File: config.mk
export PLATFORM = sky130hd
export DESIGN_NAME = keypad_encoder
export DESIGN_NICKNAME = d
export VERILOG_FILES = /design/src/rtl/keypad_pkg.sv /design/src/rtl/key_prio.sv /design/src/rtl/enable_gate.sv /design/src/rtl/seg_stage.sv /design/src/rtl/keypad_encoder.sv
export SDC_FILE = /design/constraint.sdc
export NUM_CORES = 1
export LEC_CHECK = 0
export BUFFER_PORTS_ARGS = -buffer_cell sky130_fd_sc_hd__buf_2
export CAP_MARGIN = 20
export CORE_AREA = 2 2 39 41
export DETAILED_ROUTE_END_ITERATION = 6
export DIE_AREA = 0 0 41 43
export PLACE_DENSITY = 0.65
export SYNTH_ARGS = -nofsm -noshare
export SYNTH_HDL_FRONTEND = slang
export SYNTH_SLANG_ARGS = --single-unit
File: constraint.sdc
create_clock -name vclk -period 4.85
set_clock_uncertainty 0.2 [all_clocks]
set_input_delay 0.2425 -clock vclk [all_inputs]
set_output_delay 0.2425 -clock vclk [all_outputs]
set_load 0.05 [all_outputs]
File: src/rtl/keypad_pkg.sv
package keypad_pkg;

    typedef logic [6:0] seg_t;

    localparam seg_t SEG_DARK = 7'b0000000;

    // Glyph lookup; bit 6 = segment a, bit 0 = segment g.
    function automatic seg_t glyph_of(input logic [3:0] value);
        seg_t pattern;
        unique case (value)
            4'd0:    pattern = 7'b1111110;
            4'd1:    pattern = 7'b0110000;
            4'd2:    pattern = 7'b1101101;
            4'd3:    pattern = 7'b1111001;
            4'd4:    pattern = 7'b0110011;
            4'd5:    pattern = 7'b1011011;
            4'd6:    pattern = 7'b1011111;
            4'd7:    pattern = 7'b1110000;
            4'd8:    pattern = 7'b1111111;
            4'd9:    pattern = 7'b1111011;
            4'd10:   pattern = 7'b0110111;   // H for hash
            4'd11:   pattern = 7'b1100111;   // P for asterisk
            default: pattern = SEG_DARK;
        endcase
        return pattern;
    endfunction

endpackage

File: src/rtl/key_prio.sv
module key_prio #(
    parameter int N = 12,
    parameter int W = $clog2(N)
) (
    input  logic [N-1:0] keys_i,
    output logic [W-1:0] code_o,
    output logic         hit_o
);
    // Ascending scan: a later (higher) index overrides a lower one.
    always_comb begin
        code_o = '0;
        for (int i = 0; i < N; i++) begin
            if (keys_i[i]) begin
                code_o = W'(i);
            end
        end
        hit_o = |keys_i;
    end
endmodule

File: src/rtl/enable_gate.sv
module enable_gate #(
    parameter int W = 4
) (
    input  logic         ena_i,
    input  logic [W-1:0] raw_code_i,
    input  logic         raw_hit_i,
    output logic [W-1:0] code_o,
    output logic         gs_o,
    output logic         eo_o
);
    always_comb begin
        code_o = ena_i ? raw_code_i : '0;
        gs_o   = ena_i & raw_hit_i;
        eo_o   = ena_i & ~raw_hit_i;
    end
endmodule

File: src/rtl/seg_stage.sv
module seg_stage
    import keypad_pkg::*;
#(
    parameter int W = 4
) (
    input  logic [W-1:0] code_i,
    input  logic         gs_i,
    output seg_t         seg_o
);
    seg_t glyph;

    always_comb begin
        glyph = glyph_of(4'(code_i));
    end

    // Per-segment blanking gate.
    for (genvar s = 0; s < 7; s++) begin : g_blank
        assign seg_o[s] = glyph[s] & gs_i;
    end
endmodule

File: src/rtl/keypad_encoder.sv
module keypad_encoder #(
    parameter  int NKEYS  = 12,
    localparam int CODE_W = $clog2(NKEYS)
) (
    input  logic [NKEYS-1:0]  keys,
    input  logic              ena_in,
    output logic [CODE_W-1:0] code,
    output logic              any_key,
    output logic              ena_out,
    output logic [6:0]        seg
);
    logic [CODE_W-1:0] raw_code;
    logic              raw_hit;

    key_prio #(.N(NKEYS), .W(CODE_W)) prio_i (
        .keys_i (keys),
        .code_o (raw_code),
        .hit_o  (raw_hit)
    );

    enable_gate #(.W(CODE_W)) gate_i (
        .ena_i      (ena_in),
        .raw_code_i (raw_code),
        .raw_hit_i  (raw_hit),
        .code_o     (code),
        .gs_o       (any_key),
        .eo_o       (ena_out)
    );

    seg_stage #(.W(CODE_W)) disp_i (
        .code_i (code),
        .gs_i   (any_key),
        .seg_o  (seg)
    );
endmodule

======== Word-level counts from Yosys, hierarchy flattened ========
Memories as Yosys holds them, arrays and structs flattened.
Cells that the tools add are included.
cells by class
  bitwise operators ....................... 10
  reductions and logical operators ........ 1
  mux-type cells .......................... 12
operator list
  kind                 number
  two-way mux 4 bit    5
  two-way mux 3 bit    4
  OR reduction 12 bit  1
  AND 1 bit            9
  two-way mux 2 bit    2
  two-way mux 1 bit    1
  NOT 1 bit            1
word-level totals
  output and inout port bits .............. 13
  memories kept ........................... 1
  word-level logic and storage cells ...... 24
  input port bits ......................... 13
  bits in read-only memories .............. 112
  flip-flop bits (word level) ............. 0
memories
  name             depth  bits a word  read ports  clocked after memory_dff  write ports  line              text
  (no name shown)  16     7            1           0                         0            keypad_pkg.sv:10  unique case (value)

======== Longest topological paths before layout ========
An unclocked memory read counts as a cell.
  depth after elaboration ................. 14
  depth in mapped cells ................... 8
  depth with buffers taken out ............ 8

======== Hierarchy ========
Synthesis repeated with hierarchy kept, for this count alone.
unflattened totals
  cells, all modules ...................... 58
  area, all modules ....................... 365.4 um^2
modules (own cells, without submodules)
  module       seq. area each (um^2)  area each (um^2)  instances  cells each
  seg_stage    0.0                    220.2             1          32
  key_prio     0.0                    106.4             1          20
  enable_gate  0.0                    38.8              1          6

======== Worst setup path before layout ========
OpenSTA, ideal clock, no wires.
  path type ............................... in2out
  from .................................... in keys[1]
  to ...................................... out seg[3]
  buffers on the path ..................... 0
  path slack .............................. 1.605 ns
  arrival ................................. 2.802 ns
  stages on the path ...................... 8
  required time ........................... 4.408 ns
  cell sequence ........................... nor2b_1 o21ai_0 a21oi_1 o311a_1 ha_1 nor3b_1 a21oi_1 a2111oi_2
between the ends
  longest elaborated chain between the ends .. 14
  elaborated cells on any way between the ends .. 16
  classes of those cells .................. 12 x mux; 2 x bitwise; 1 x reduce/logical; 1 x memory
ends and longest elaborated chain
  element                         line                  text
  start, declared                 keypad_encoder.sv:5   input logic [NKEYS-1:0] keys,
  two-way mux 1 bit               key_prio.sv:13        if (keys_i[i]) begin
  two-way mux 2 bit (2 in a row)  key_prio.sv:13
  two-way mux 3 bit (4 in a row)  key_prio.sv:13
  two-way mux 4 bit (4 in a row)  key_prio.sv:13
  two-way mux 4 bit               enable_gate.sv:12     code_o = ena_i ? raw_code_i : '0;
  net code[0]                     keypad_encoder.sv:7   output logic [CODE_W-1:0] code,
  memory (16 x 7 bit)             --
  AND 1 bit                       seg_stage.sv:18       assign seg_o[s] = glyph[s] & gs_i;
  end, declared                   keypad_encoder.sv:10  output logic [6:0] seg
The timed path passes the listed nets, and every way through them passes these cells.

======== Final worst setup path ========
  from .................................... in keys[1]
  to ...................................... out seg[3]
between the ends
  longest elaborated chain between the ends .. 14
  elaborated cells on any way between the ends .. 16
  classes of those cells .................. 12 x mux; 2 x bitwise; 1 x reduce/logical; 1 x memory
ends and longest elaborated chain
  element                         line
  two-way mux 1 bit               key_prio.sv:13
  two-way mux 2 bit (2 in a row)  key_prio.sv:13
  two-way mux 3 bit (4 in a row)  key_prio.sv:13
  two-way mux 4 bit (4 in a row)  key_prio.sv:13
  two-way mux 4 bit               enable_gate.sv:12
  memory (16 x 7 bit)             --
  AND 1 bit (*)                   seg_stage.sv:18
Every way passes the cells marked *; elsewhere a longest branch is shown, timed or not.

==> results.yml <==
status:
  outcome: "completed"
drt:
  routed_wl_mm: 1.02
  vias: 474
  first_iter_violations: 4
  remaining_drc_errors: 0
  ant_nets: 0
  firstDrtPassIters: 3
  viasPerCell: 4.94
  wl_per_cell_um: 10.6
worst_setup_path:
  crit_type: "in -> out"
  critPathRequiredTime_ns: 4.41
  startpoint_type: "primary input"
  endpoint_kind: "output pin"
  critPathArrivalTime_ns: 2.33
  crit_fanout: 4
global_routing:
  grt-ovfl-total: 0
  track_usage_pct: 12.0
  grt_max_degree: 14
  grt_pass1_vias: 413
  grt_pass1_wl_mm: 1.62
  antenna_found_initial: 0
sta:
  totalNegativeSetupSlack_ns: 0
  slew_headroom_pct: 48.5
  fin_ws_ns: 2.08
  final_hold_viol_count: 0
  min_period_ns: 2.77
  finalCritPeriodShare_pct: 57.1
  max_slew.worst_pin.slew_ns: 0.763
  rsz0062_at_grt: "false"
  setup_viol: 0
  fmax_mhz: 361
  drv_slew: 0
final_layout:
  nClkBuffers: 0
  area_growth_pct: 36.8
  regArea_sq_um: 0
  fin_nets: 101
  insertedDiodeCount: 0
  drive_gt1_share_pct: 37.5
  seq_cell_count: 0
  final_common_cell: "buf_2"
  layout_common_cells: "26 x buf_2, 7 x nor2_1, 6 x ha_1"
floorplanning:
  io-pin-count: 26
  start_util_pct: 27.8
  die_w_um: 41
  die-area_sq_um: 1760
  coreArea_sq_um: 1380
  chipHeight_um: 43
  rows: 14
cts:
  post_cts_buffers: 0
  cts_resized: 0
  cts-hold-fix-buffers: 0
yosys:
  avgSynthCellArea_sq_um: 6.86
  yosys_warnings: 0
  syn-num-nets: 75
  synthCells: 56
  synth.distinct_cells: 28
  synthesis.area_sq_um: 384
  synth_seq_area_share_pct: 0
placed_design:
  place_congestion: 0.782
  dpl.hpwl_um: 880
  preCtsSetupSlack_ns: 2.06
  io_buffer_count: 26
pwr:
  peakVddDrop_mv: 0.0400
  p_per_area_nw_per_um2: 115
  p_leak_nw: 0.249
flow_run:
  maxCapViolCount: 0
min_path:
  min_path_type: "in -> out"
kinds of logic (layout without fill, tap and decap cells):
family	after synthesis	after routing	synth area share [%]
buffers and inverters	6	30	6.19
AO/OA/AOI/OAI	19	19	35.2
adder cells (fa/ha/maj)	6	6	19.5
AND/OR/NAND/NOR	24	24	36.5
multiplexers	1	1	2.61
cell type report:
class                      count  area [sq um]
timing repair buffer          26           130
tap                           16          20.0
fill                         157           858
multi-input combinational     50           360
inverter                       4          15.0
path summary, 6_finish.rpt:
path | start | endpoint | cells past startpoint | slack, ns
max | keys[1] | seg[3] | 8 | 2.08
min | keys[10] | seg[3] | 3 | 0.67
per-stage QoR:
| stage | area [sq um] | std cells | total power [mW] | hold WS [ns] | util, % |
|---|---|---|---|---|---|
| 6_report | 526 | 96 | 0.0603 | 0.674 | 38.0 |
| 5_1_grt | 526 | 96 | 0.0650 | 0.703 | 38.0 |
| 4_1_cts | 526 | 96 | 0.0606 | 0.679 | 38.0 |
| 3_5_place_dp | 526 | 96 | 0.0604 | 0.679 | 38.0 |
| 3_3_place_gp | 526 | 96 | 0.0600 | 0.677 | 38.0 |
| 2_1_floorplan | 384 | 56 | 0.0420 | 0.378 | - |
critical path: stages:
cell and delay [ns]:
buf_2 0.10, nor2b_1 0.12, o21ai_0 0.14, a21oi_1 0.10
o311ai_0 0.65, ha_1 0.37, a2111oi_2 0.29, buf_2 0.31
power by group:
group	total (mW)	switching, mW	internal (mW)
combinational	0.0603	0.0428	0.0175
clock	0	0	0
sequential	0	0	0
cell usage after synthesis, drive strengths merged:
library cell | instances | share of area, %
and3 | 1 | 2.0
nand2b | 1 | 1.6
o311a | 1 | 2.6
ha | 6 | 20
a2111oi | 1 | 3.9
inv | 4 | 3.9
a21oi | 4 | 5.2
mux2i | 1 | 2.6
o21a | 2 | 3.9
nor4 | 3 | 8.8
nand2 | 5 | 4.9
nor2b | 1 | 1.6
and2 | 1 | 1.6
o31ai | 1 | 2.0
nor3b | 1 | 2.0
nor3 | 1 | 1.3
o311ai | 1 | 2.3
o21ai | 5 | 6.5
o31a | 2 | 4.6
a211oi | 1 | 2.0
clkbuf | 2 | 2.3
nor2 | 7 | 6.8
a221oi | 1 | 2.3
nand3b | 2 | 3.9
or4 | 1 | 2.0
routing by layer:
layer	up-vias	global-route usage (%)	wire length (um)	part of all wire [%]
met3	0	0	39	3.8
met5	-	0	0	0
li1	260	-	-	-
met4	0	0	0	0
met2	9	21.6	506	50
met1	205	16.1	475	46
Note: power is estimated with default switching activity, not from simulation.
